--- config.mk ---
export PLATFORM = sky130hd
export DESIGN_NAME = rxq_reject_fifo
export DESIGN_NICKNAME = d
export VERILOG_FILES = /design/src/rtl/rxq_pkg.sv /design/src/rtl/rxq_byte_ram.sv /design/src/rtl/rxq_meta_fifo.sv /design/src/rtl/rxq_wr_ctl.sv /design/src/rtl/rxq_rd_ctl.sv /design/src/rtl/rxq_reject_fifo.sv
export SDC_FILE = /design/constraint.sdc
export NUM_CORES = 1
export LEC_CHECK = 0
export CORE_ASPECT_RATIO = 0.5
export CORE_UTILIZATION = 55
export CTS_CLUSTER_DIAMETER = 200
export DETAILED_ROUTE_END_ITERATION = 12
export MAX_ROUTING_LAYER = met4
export PLACE_DENSITY = 0.74
export SLEW_MARGIN = 10
export SYNTH_ARGS = -nofsm -noshare
export SYNTH_HDL_FRONTEND = slang
export SYNTH_SLANG_ARGS = --single-unit
export TNS_END_PERCENT = 10
--- constraint.sdc ---
create_clock -name clk -period 4.4 [get_ports clk]
set_input_delay 0.44 -clock clk [delete_from_list [all_inputs] [get_ports clk]]
set_output_delay 0.44 -clock clk [all_outputs]
set_load 0.01 [all_outputs]
--- src/rtl/rxq_pkg.sv ---
`timescale 1ns/1ps
package rxq_pkg;
  typedef struct packed {
    logic short_frm;
    logic late_coll;
  } rxq_stat_t;
endpackage

--- src/rtl/rxq_byte_ram.sv ---
`timescale 1ns/1ps
module rxq_byte_ram #(
  parameter int DEPTH = 128,
  localparam int AW = $clog2(DEPTH)
) (
  input  logic          clk,
  input  logic          we,
  input  logic [AW-1:0] waddr,
  input  logic [7:0]    wdata,
  input  logic [AW-1:0] raddr,
  output logic [7:0]    rdata
);
  logic [7:0] mem [DEPTH];

  always_ff @(posedge clk) begin
    if (we) mem[waddr] <= wdata;
  end

  assign rdata = mem[raddr];
endmodule

--- src/rtl/rxq_meta_fifo.sv ---
`timescale 1ns/1ps
module rxq_meta_fifo #(
  parameter int W     = 10,
  parameter int DEPTH = 8,
  localparam int AW = $clog2(DEPTH)
) (
  input  logic         clk,
  input  logic         rst,
  input  logic         push,
  input  logic [W-1:0] din,
  input  logic         pop,
  output logic [W-1:0] dout,
  output logic         valid,
  output logic         full
);
  localparam logic [AW:0] DEPTH_P = (AW+1)'(DEPTH);
  logic [W-1:0] mem [DEPTH];
  logic [AW:0] wp, rp, cnt;

  assign cnt   = wp - rp;
  assign full  = (cnt == DEPTH_P);
  assign valid = (cnt != '0);
  assign dout  = mem[rp[AW-1:0]];

  always_ff @(posedge clk) begin
    if (rst) begin
      wp <= '0;
      rp <= '0;
    end else begin
      if (push) begin
        mem[wp[AW-1:0]] <= din;
        wp <= wp + (AW+1)'(1);
      end
      if (pop) rp <= rp + (AW+1)'(1);
    end
  end

  AST_META_NO_OVERRUN: assert property (@(posedge clk) disable iff (rst) push |-> !full)
    else $error("length queue written while full");
  AST_META_NO_UNDERRUN: assert property (@(posedge clk) disable iff (rst) pop |-> valid)
    else $error("length queue read while empty");
endmodule

--- src/rtl/rxq_wr_ctl.sv ---
`timescale 1ns/1ps
module rxq_wr_ctl #(
  parameter int DEPTH     = 128,
  parameter int MIN_LEN   = 64,
  parameter int SLOT_BITS = 512,
  parameter int BT_W      = 12,
  localparam int PW    = $clog2(DEPTH) + 1,
  localparam int LEN_W = $clog2(DEPTH + 1)
) (
  input  logic             clk,
  input  logic             rst,
  input  logic             in_valid,
  input  logic             in_sof,
  input  logic             in_eof,
  input  logic             col_det,
  input  logic [BT_W-1:0]  bit_time,
  input  logic             runt_ok,
  input  logic [PW-1:0]    rd_ptr,
  input  logic             meta_full,
  output logic             wr_en,
  output logic [PW-1:0]    wr_ptr,
  output logic [PW-1:0]    comm_ptr,
  output logic             push,
  output logic [LEN_W-1:0] push_len,
  output rxq_pkg::rxq_stat_t push_stat,
  output logic             ovf_event
);
  localparam logic [PW-1:0]    DEPTH_P = PW'(DEPTH);
  localparam logic [LEN_W-1:0] MIN_P   = LEN_W'(MIN_LEN);
  localparam logic [BT_W-1:0]  SLOT_P  = BT_W'(SLOT_BITS);

  logic active, bad, late;
  logic [LEN_W-1:0] len, next_len;
  logic [PW-1:0] spec, comm, base_ptr, next_ptr;
  logic start, cont, coll_early, coll_late, base_bad, room, want, refuse;
  logic frame_late, is_end, short_f, passes, keep, ovf_now;

  always_comb begin
    start      = in_valid & in_sof;
    cont       = in_valid & ~in_sof & active;
    coll_early = col_det & active & ~start & (bit_time < SLOT_P);
    coll_late  = col_det & active & ~start & (bit_time >= SLOT_P);
    base_ptr   = start ? comm : spec;
    base_bad   = ~start & bad;
    next_len   = (start ? '0 : len) + LEN_W'(1);
    room       = (base_ptr - rd_ptr) != DEPTH_P;
    want       = (start | cont) & ~coll_early & ~base_bad;
    wr_en      = want & room;
    refuse     = want & ~room;
    next_ptr   = base_ptr + {{(PW-1){1'b0}}, wr_en};
    frame_late = (~start & late) | coll_late;
    is_end     = (start | cont) & in_eof & ~coll_early;
    short_f    = next_len < MIN_P;
    passes     = is_end & ~base_bad & ~refuse & ~(short_f & ~runt_ok);
    keep       = passes & ~meta_full;
    ovf_now    = refuse | (passes & meta_full);
  end

  assign wr_ptr              = base_ptr;
  assign comm_ptr            = comm;
  assign push                = keep;
  assign push_len            = next_len;
  assign push_stat.late_coll = frame_late;
  assign push_stat.short_frm = short_f;

  always_ff @(posedge clk) begin
    if (rst) begin
      active    <= 1'b0;
      bad       <= 1'b0;
      late      <= 1'b0;
      len       <= '0;
      spec      <= '0;
      comm      <= '0;
      ovf_event <= 1'b0;
    end else begin
      ovf_event <= ovf_now;
      if (coll_early) begin
        active <= 1'b0;
        spec   <= comm;
      end else if (start | cont) begin
        len  <= next_len;
        late <= frame_late;
        if (in_eof) begin
          active <= 1'b0;
          bad    <= 1'b0;
          if (keep) begin
            comm <= next_ptr;
            spec <= next_ptr;
          end else begin
            spec <= comm;
          end
        end else begin
          active <= 1'b1;
          bad    <= base_bad | refuse;
          spec   <= (base_bad | refuse) ? comm : next_ptr;
        end
      end else if (coll_late) begin
        late <= 1'b1;
      end
    end
  end

  AST_NO_OVERFLOW: assert property (@(posedge clk) disable iff (rst) (spec - rd_ptr) <= DEPTH_P)
    else $error("speculative pointer beyond queue depth");
  AST_COMMIT_AT_END: assert property (@(posedge clk) disable iff (rst) !(in_valid && in_eof) |=> $stable(comm))
    else $error("commit without end of frame");
  AST_EARLY_DROP: assert property (@(posedge clk) disable iff (rst) (col_det && active && !(in_valid && in_sof) && bit_time < SLOT_P) |=> (spec == comm))
    else $error("early collision did not retract frame");
  AST_RUNT_DROP: assert property (@(posedge clk) disable iff (rst) (in_valid && in_eof && (in_sof || active) && !runt_ok && next_len < MIN_P) |=> $stable(comm))
    else $error("runt frame committed");
endmodule

--- src/rtl/rxq_rd_ctl.sv ---
`timescale 1ns/1ps
module rxq_rd_ctl #(
  parameter int DEPTH = 128,
  localparam int PW    = $clog2(DEPTH) + 1,
  localparam int LEN_W = $clog2(DEPTH + 1)
) (
  input  logic             clk,
  input  logic             rst,
  input  logic             out_ready,
  input  logic             meta_valid,
  input  logic [LEN_W-1:0] head_len,
  output logic             out_valid,
  output logic             out_last,
  output logic [PW-1:0]    rd_ptr,
  output logic             pop
);
  logic [LEN_W-1:0] cnt;
  logic [PW-1:0] rp;
  logic fire;

  assign out_valid = meta_valid;
  assign out_last  = (cnt == head_len - LEN_W'(1));
  assign fire      = out_valid & out_ready;
  assign pop       = fire & out_last;
  assign rd_ptr    = rp;

  always_ff @(posedge clk) begin
    if (rst) begin
      cnt <= '0;
      rp  <= '0;
    end else if (fire) begin
      rp  <= rp + PW'(1);
      cnt <= out_last ? '0 : cnt + LEN_W'(1);
    end
  end
endmodule

--- src/rtl/rxq_reject_fifo.sv ---
`timescale 1ns/1ps
module rxq_reject_fifo #(
  parameter int DEPTH      = 128,
  parameter int META_DEPTH = 8,
  parameter int MIN_LEN    = 64,
  parameter int SLOT_BITS  = 512,
  parameter int BT_W       = 12,
  localparam int PW    = $clog2(DEPTH) + 1,
  localparam int LEN_W = $clog2(DEPTH + 1)
) (
  input  logic             clk,
  input  logic             rst,
  input  logic             in_valid,
  output logic             in_ready,
  input  logic [7:0]       in_data,
  input  logic             in_sof,
  input  logic             in_eof,
  input  logic             col_det,
  input  logic [BT_W-1:0]  bit_time,
  input  logic             runt_accept,
  input  logic             loop_en,
  output logic             out_valid,
  input  logic             out_ready,
  output logic [7:0]       out_data,
  output logic             out_last,
  output logic [LEN_W-1:0] out_len,
  output logic [1:0]       out_stat,
  output logic [PW-1:0]    q_level,
  output logic             q_empty,
  output logic             ovf_event
);
  localparam int MW = LEN_W + 2;

  logic wr_en, push, pop, meta_full, meta_valid;
  logic [PW-1:0] wr_ptr, comm_ptr, rd_ptr;
  logic [LEN_W-1:0] push_len;
  rxq_pkg::rxq_stat_t push_stat;
  logic [MW-1:0] head;

  assign in_ready = 1'b1;

  rxq_wr_ctl #(.DEPTH(DEPTH), .MIN_LEN(MIN_LEN), .SLOT_BITS(SLOT_BITS), .BT_W(BT_W)) u_wr (
    .clk(clk), .rst(rst), .in_valid(in_valid), .in_sof(in_sof), .in_eof(in_eof),
    .col_det(col_det), .bit_time(bit_time), .runt_ok(runt_accept | loop_en),
    .rd_ptr(rd_ptr), .meta_full(meta_full), .wr_en(wr_en), .wr_ptr(wr_ptr),
    .comm_ptr(comm_ptr), .push(push), .push_len(push_len), .push_stat(push_stat),
    .ovf_event(ovf_event)
  );

  rxq_byte_ram #(.DEPTH(DEPTH)) u_ram (
    .clk(clk), .we(wr_en), .waddr(wr_ptr[PW-2:0]), .wdata(in_data),
    .raddr(rd_ptr[PW-2:0]), .rdata(out_data)
  );

  rxq_meta_fifo #(.W(MW), .DEPTH(META_DEPTH)) u_meta (
    .clk(clk), .rst(rst), .push(push), .din({push_len, push_stat}), .pop(pop),
    .dout(head), .valid(meta_valid), .full(meta_full)
  );

  rxq_rd_ctl #(.DEPTH(DEPTH)) u_rd (
    .clk(clk), .rst(rst), .out_ready(out_ready), .meta_valid(meta_valid),
    .head_len(head[MW-1:2]), .out_valid(out_valid), .out_last(out_last),
    .rd_ptr(rd_ptr), .pop(pop)
  );

  assign out_len  = head[MW-1:2];
  assign out_stat = head[1:0];
  assign q_level  = comm_ptr - rd_ptr;
  assign q_empty  = (q_level == '0);

  AST_STALL_HOLD: assert property (@(posedge clk) disable iff (rst) (out_valid && !out_ready) |=> (out_valid && $stable(out_data) && $stable(out_last) && $stable(out_len)))
    else $error("output changed under back-pressure");
  AST_EMPTY_IDLE: assert property (@(posedge clk) disable iff (rst) q_empty |-> !out_valid)
    else $error("output valid with no committed bytes");
endmodule

==> results of run 1 <==
[power by group]
part	leakage (nW)	switching, mW	total [mW]	internal [mW]
registers	10.5	0.0118	12.1	12.1
logic	4.62	0.488	0.868	0.379
clock network	1.56	3.97	8.75	4.78
total	16.7	4.47	21.8	17.3
[sequential cells by signal, indices dropped and copies added (netlist names), named ones only]
register and cells:
u_ram.mem 1024, u_wr.late 1, u_wr.len 8, u_wr.comm_ptr 8
u_rd.rd_ptr 8, u_rd.cnt 8, u_wr.bad 1, u_wr.ovf_event 1
u_meta.mem 80, u_wr.active 1, u_meta.rp 4, u_meta.wp 4
u_wr.spec 8
[Yosys cell counts (3+ instances only)]
cell type	instances	area, um2
a211oi_1	3	22.5
a21boi_0	8	60.1
a21o_1	4	30.0
a21oi_1	25	125
a222oi_1	6	60.1
a22o_1	3	26.3
a22oi_1	4	30.0
and2_1	8	50.1
and3_1	12	75.1
and3b_1	3	26.3
buf_1	10	37.5
buf_2	29	145
buf_4	4	30.0
clkbuf_1	66	248
dfxtp_1	62	1240
edfxtp_1	1104	33200
ha_1	25	313
inv_1	37	139
mux2_2	11	124
mux2i_1	32	320
mux4_1	6	158
mux4_2	345	7770
nand2_1	47	176
nand2b_1	8	50.1
nand3_1	37	185
nand4_1	8	50.1
nor2_1	203	762
nor2b_1	8	50.1
nor3_1	14	70.1
nor3b_1	7	52.6
o21a_1	4	30.0
o21ai_0	15	75.1
o22ai_1	7	43.8
or3_1	3	18.8
or4_1	3	22.5
xnor2_1	34	298
xor2_1	12	105
[worst min path at each step]
stage                         startpoint                   endpoint  cells after the start  slack [ns]
4_1_cts                       in_data[4]  u_ram.mem[4][4]$_DFFE_PP_                      1        0.20
3_5_place_dp   u_wr.spec[0]$_SDFFE_PP0P_  u_wr.spec[0]$_SDFFE_PP0P_                      2        0.47
2_1_floorplan  u_wr.spec[0]$_SDFFE_PP0P_  u_wr.spec[0]$_SDFFE_PP0P_                      2        0.45
6_report                      in_data[4]  u_ram.mem[4][4]$_DFFE_PP_                      1        0.24
3_3_place_gp   u_wr.spec[0]$_SDFFE_PP0P_  u_wr.spec[0]$_SDFFE_PP0P_                      2        0.46
5_1_grt                       in_data[4]  u_ram.mem[4][4]$_DFFE_PP_                      1        0.22
[routing by layer]
metal | routed length (um) | vias to the layer above | GRT usage [%] | share of wire, %
li1 | - | 9778 | - | -
met1 | 43700 | 12500 | 38.3 | 40
met2 | 52100 | 1364 | 38.6 | 48
met3 | 10600 | 161 | 4.45 | 9.7
met4 | 2420 | 0 | 5.80 | 2.2
met5 | 0 | - | - | 0
[metrics by stage]
| step | setup slack, ns | cell area, um2 | utilization [%] |
|---|---|---|---|
| after CTS | -0.132 | 52800 | 63.0 |
| after detailed placement | -0.250 | 49500 | 59.1 |
| after global routing | -0.0140 | 53300 | 63.6 |
| final | 0.0411 | 53300 | 63.6 |
| after global placement | -0.191 | 49500 | 59.1 |
| after floorplan | -0.131 | 46600 | - |
[area by class of cell]
cell class,count,share of cell area (%)
clock inverter,55,0.937
sequential,1166,64.6
clock buffer,126,5.08
timing repair buffer,240,4.77
inverter,38,0.268
tap,1116,2.62
multi-input combinational,944,21.7
[kinds of logic (layout without fill, tap and decap cells)]
group | count (synthesis) | after routing | synth area share (%)
AOI/OAI and AO/OA | 101 | 101 | 1.51
xor gates and xnor gates | 46 | 46 | 0.865
adders and majority gates | 26 | 26 | 0.715
buffers and inverters | 149 | 459 | 1.34
DFF | 1166 | 1166 | 73.8
muxes | 394 | 394 | 18.0
other | 1 | 1 | 0.00805
and+or+nand+nor | 376 | 376 | 3.74
[worst max-delay path: stages (launching register included)]
cell	delay [ns]
dfxtp_4	0.47
buf_16	0.22
buf_16	0.17
buf_4	0.14
mux4_2	0.53
mux4_2	0.59
mux4_2	0.55
mux2_2	0.30
clkdlybuf4s15_1	0.24
[repair_timing]
| action | 4_1_cts | 5_1_grt |
|---|---|---|
| setup endpoints to repair | 10 | 6 |
| buffers inserted | 4 | 26 |
| cloned | 1 | 6 |
| hold buffers | 0 | 0 |
| gates resized for setup | 17 | 28 |
==> flow_summary.yaml, run 1 <==
outcome:
  status: "completed"
critical_path:
  r2r-end: "u_wr.spec[6]$_SDFFE_PP0P_"
  path_class: "flip-flop to primary output"
  required_ns: 3.96
  reg2regPathDepth: 17
  end_kind: "primary output"
  startpoint_type: "flip-flop"
  worstPathArrival_ns: 3.92
  worstPathMaxFanout: 13
  regToRegSetupSlack_ns: 0.46
  r2r_start: "u_wr.comm_ptr[2]$_SDFFE_PP0P_"
  setup.worst_path.end: "out_data[2]"
logic_synthesis:
  yosys_warnings: 0
  synth_cell_types: 72
  synth_seq_cells: 1166
  synthCells: 2259
  synth-edff-count: 1104
  postSynth.asyncResetShare_pct: 0
  syn_avg_cell_area_um2: 20.6
  ys.flop_type: "edfxtp_1"
  netlist_area_mm2: 0.0466
  synth_fp_nets: 2314
  synth-seq-area-share_pct: 73.8
route:
  drc_errors: 0
  wirelength_um: 109000
  dr.pass1.iters: 6
  wire_per_inst_um: 29.5
  drt_iter0_markers: 3015
  vias: 23800
  drtAntennaViolNets: 0
  viasPerCell: 6.46
power_and_ir_drop:
  power.density_mw_per_mm2: 408
  vdd_drop_max_mv: 0.301
  power_mw: 21.8
  leakage_nw: 16.7
finish:
  syn2layout_area_growth_pct: 14.4
  final_cell_mix: "edfxtp_1, mux4_2, nor2_1"
  drive_gt1_share_pct: 28.4
  nets: 2544
  fill_cells: 5448
  final_common_cell: "edfxtp_1"
  multi_input_area_mm2: 0.0116
  fin_cells: 3685
  final-seq-area_mm2: 0.0344
  antenna_cells: 0
clock_network:
  cts_sinks: 1166
  root_buffer: "clkbuf_16"
  htreeDepth: 3
  cts_tree: "built"
  clock_latency_ns: 0.70
  clock_path_buffers: 3
  cts_made_buffers: 99
  clk_pin_slew_worst_paths_ns: 0.07
placed_design:
  gp_congestion: 0.867
  dp_cells: 3467
  hpwl_um: 62600
  port-buffer-count: 49
global_routing:
  grt.total_usage_pct: 26.0
  grt_max_degree: 94
  grt_overflow_total: 0
  grt_pass1_wl_um: 157000
  grt_pass1_vias: 23200
  grt_antenna_before_repair: 2
timing:
  timing.final.crit_share_pct: 99.1
  fmax_mhz: 229
  maxSlewViolCount: 0
  fin_crit_ns: 4.36
  slew_headroom_pct: 29.2
  hold_viol: 0
  final.setup_skew_ns: 0.0327
  setup_tns_ns: 0
  hold_ws_ns: 0.244
  setup_violations: 0
  tightest_slew_ns: 1.06
floorplan:
  coreArea_mm2: 0.0838
  num_rows: 75
  die_w_um: 414
  die_h_um: 208
  floorplan.die_area_mm2: 0.0859
  io_pins: 60
  start_util_pct: 55.6
job:
  drv_cap: 0
worst_hold_path:
  hp-class: "input port to flip-flop"
Power figures use the tool's default switching activity.
==> inputs of run 2 (changes only) <==
CAP_MARGIN = 20   (was unset)
CORE_UTILIZATION = 45   (was 55)
PLACE_DENSITY = unset   (was 0.74)
SETUP_SLACK_MARGIN = 0.05   (was unset)
==> flow_summary.yaml, run 2 (synthesis results as in run 1) <==
timing:
  fmax_mhz: 229
  tightest_slew_ns: 1.15
  final.setup_skew_ns: 0.0443
  fin_crit_ns: 4.37
  maxSlewViolCount: 0
  setup_ws_ns: 0.0315
  setup_tns_ns: 0
  setup_violations: 0
  slew_headroom_pct: 23.5
  timing.final.crit_share_pct: 99.3
  hold_ws_ns: 0.311
  hold_viol: 0
  rsz0062_at_grt: "yes"
finish:
  antenna_cells: 0
  fill_cells: 8007
  final-seq-area_mm2: 0.0344
  final_common_cell: "edfxtp_1"
  nets: 2534
  fin_cells: 3919
  largest_reg_flops: 1024
  reg_top3: "u_ram.mem: 1024 flops, u_meta.mem: 80 flops"
  final_cell_mix: "edfxtp_1, mux4_2, nor2_1"
  drive_gt1_share_pct: 27.7
  final_area_mm2: 0.0535
  final_core_utilization_pct: 52.1
  multi_input_area_mm2: 0.0116
  top_register: "u_ram.mem"
  syn2layout_area_growth_pct: 14.8
power_and_ir_drop:
  p_int_mw: 17.5
  swShare_pct: 20.8
  power.density_mw_per_mm2: 412
  power_mw: 22.1
  power_frac_comb_pct: 3.9
  p_switching_mw: 4.59
  leakage_nw: 16.5
  vdd_drop_max_mv: 0.305
  seqPwrFrac_pct: 55.1
  pwr-share-clk_pct: 41.0
route:
  drtAntennaViolNets: 0
  dr.max_layer_used: "met4"
  wl_met1_um: 47500
  vias: 22800
  viasPerCell: 5.83
  dr.pass1.iters: 8
  wl_met3_um: 8680
  wirelength_um: 108000
  drc_errors: 0
  wl_met2_um: 50500
  drt_iter0_markers: 2338
  wire_per_inst_um: 27.6
clock_network:
  clk_pin_slew_worst_paths_ns: 0.07
  clock_path_buffers: 3
  cts_sinks: 1166
  hold_buffers: 0
  cts_made_buffers: 102
  htreeDepth: 3
  root_buffer: "clkbuf_16"
  cts_tree: "built"
  clock_latency_ns: 0.73
floorplan:
  io_pins: 60
  die_w_um: 457
  die_h_um: 229
  num_rows: 83
  start_util_pct: 45.4
  coreArea_mm2: 0.103
  floorplan.die_area_mm2: 0.105
worst_hold_path:
  hp-class: "input port to flip-flop"
global_routing:
  grt_pass1_vias: 22700
  grt_overflow_total: 0
  grt_max_degree: 98
  grt_antenna_before_repair: 4
  grt_pass1_wl_um: 157000
  grt.total_usage_pct: 21.5
critical_path:
  reg2regPathDepth: 18
  end_kind: "primary output"
  worstPathMaxFanout: 15
  worstPathArrival_ns: 3.93
  regToRegSetupSlack_ns: 0.49
  setup.worst_path.end: "out_data[3]"
  r2r_start: "u_wr.spec[2]$_SDFFE_PP0P_"
  path_class: "flip-flop to primary output"
  r2r-end: "u_wr.spec[7]$_SDFFE_PP0P_"
  required_ns: 3.96
  startpoint_type: "flip-flop"
placed_design:
  post-place-ws_ns: -0.326
  port-buffer-count: 49
  gp_congestion: 0.827
  dpl_cell_area_mm2: 0.0497
  dp_cells: 3703
  hpwl_um: 66400
outcome:
  status: "completed"
job:
  drv_cap: 0
==> run 2: changes by cell type in the layout (fill, tap and decap cells not counted), sizes merged <==
cell and change:
buf -7, bufbuf -1, bufinv +4, clkbuf -6, clkdlybuf4s15 -3, clkinv +1, clkinvlp +1, dlygate4sd2 +6
dlymetal6s2s -3, inv -2
==> run 2: per-layer routing <==
layer  GRT usage, %  up-vias
li1               -     9759
met1           30.4    12200
met2           31.8      785
met3           5.56      122
met4           4.04        0
met5              -        -
==> run 2: cell type report <==
class                           instances  share of cell area, %
Tap cell                             1360                   3.18
Clock buffer                          125                   4.95
Sequential cell                      1166                   64.4
Timing Repair Buffer                  227                   4.29
Clock inverter                         59                   1.26
Multi-Input combinational cell        944                   21.7
Inverter                               38                  0.267
==> run 2: timing repair <==
action,in CTS,in global routing
setup endpoints to repair,9,10
gates cloned,4,1
resized for setup,21,16
setup buffers,4,21
==> run 2: worst min path at each step <==
stage	start	cells after the start	endpoint	slack (ns)
2_1_floorplan	u_wr.spec[0]$_SDFFE_PP0P_	2	u_wr.spec[0]$_SDFFE_PP0P_	0.45
4_1_cts	in_data[7]	1	u_ram.mem[93][7]$_DFFE_PP_	0.28
6_report	in_data[7]	1	u_ram.mem[93][7]$_DFFE_PP_	0.31
5_1_grt	in_data[7]	1	u_ram.mem[93][7]$_DFFE_PP_	0.30
3_3_place_gp	u_wr.spec[0]$_SDFFE_PP0P_	2	u_wr.spec[0]$_SDFFE_PP0P_	0.46
3_5_place_dp	u_wr.spec[0]$_SDFFE_PP0P_	2	u_wr.spec[0]$_SDFFE_PP0P_	0.46
==> run 2: worst max-delay path, stage by stage (launching register included) <==
cell and delay, ns:
dfxtp_4 0.43, buf_12 0.18, buf_16 0.16, buf_6 0.13
mux4_2 0.52, mux4_2 0.59, mux4_2 0.57, mux2_2 0.33
dlygate4sd2_1 0.30
==> run 2: power by group through the flow <==
stage	Clock [mW]	Sequential, mW	Combinational (mW)
after floorplan	0	12.4	0.404
after global placement	0	12.4	0.803
after detailed placement	0	12.4	0.819
after CTS	9.18	12.1	0.853
after global routing	9.60	12.1	0.918
final	9.05	12.1	0.861
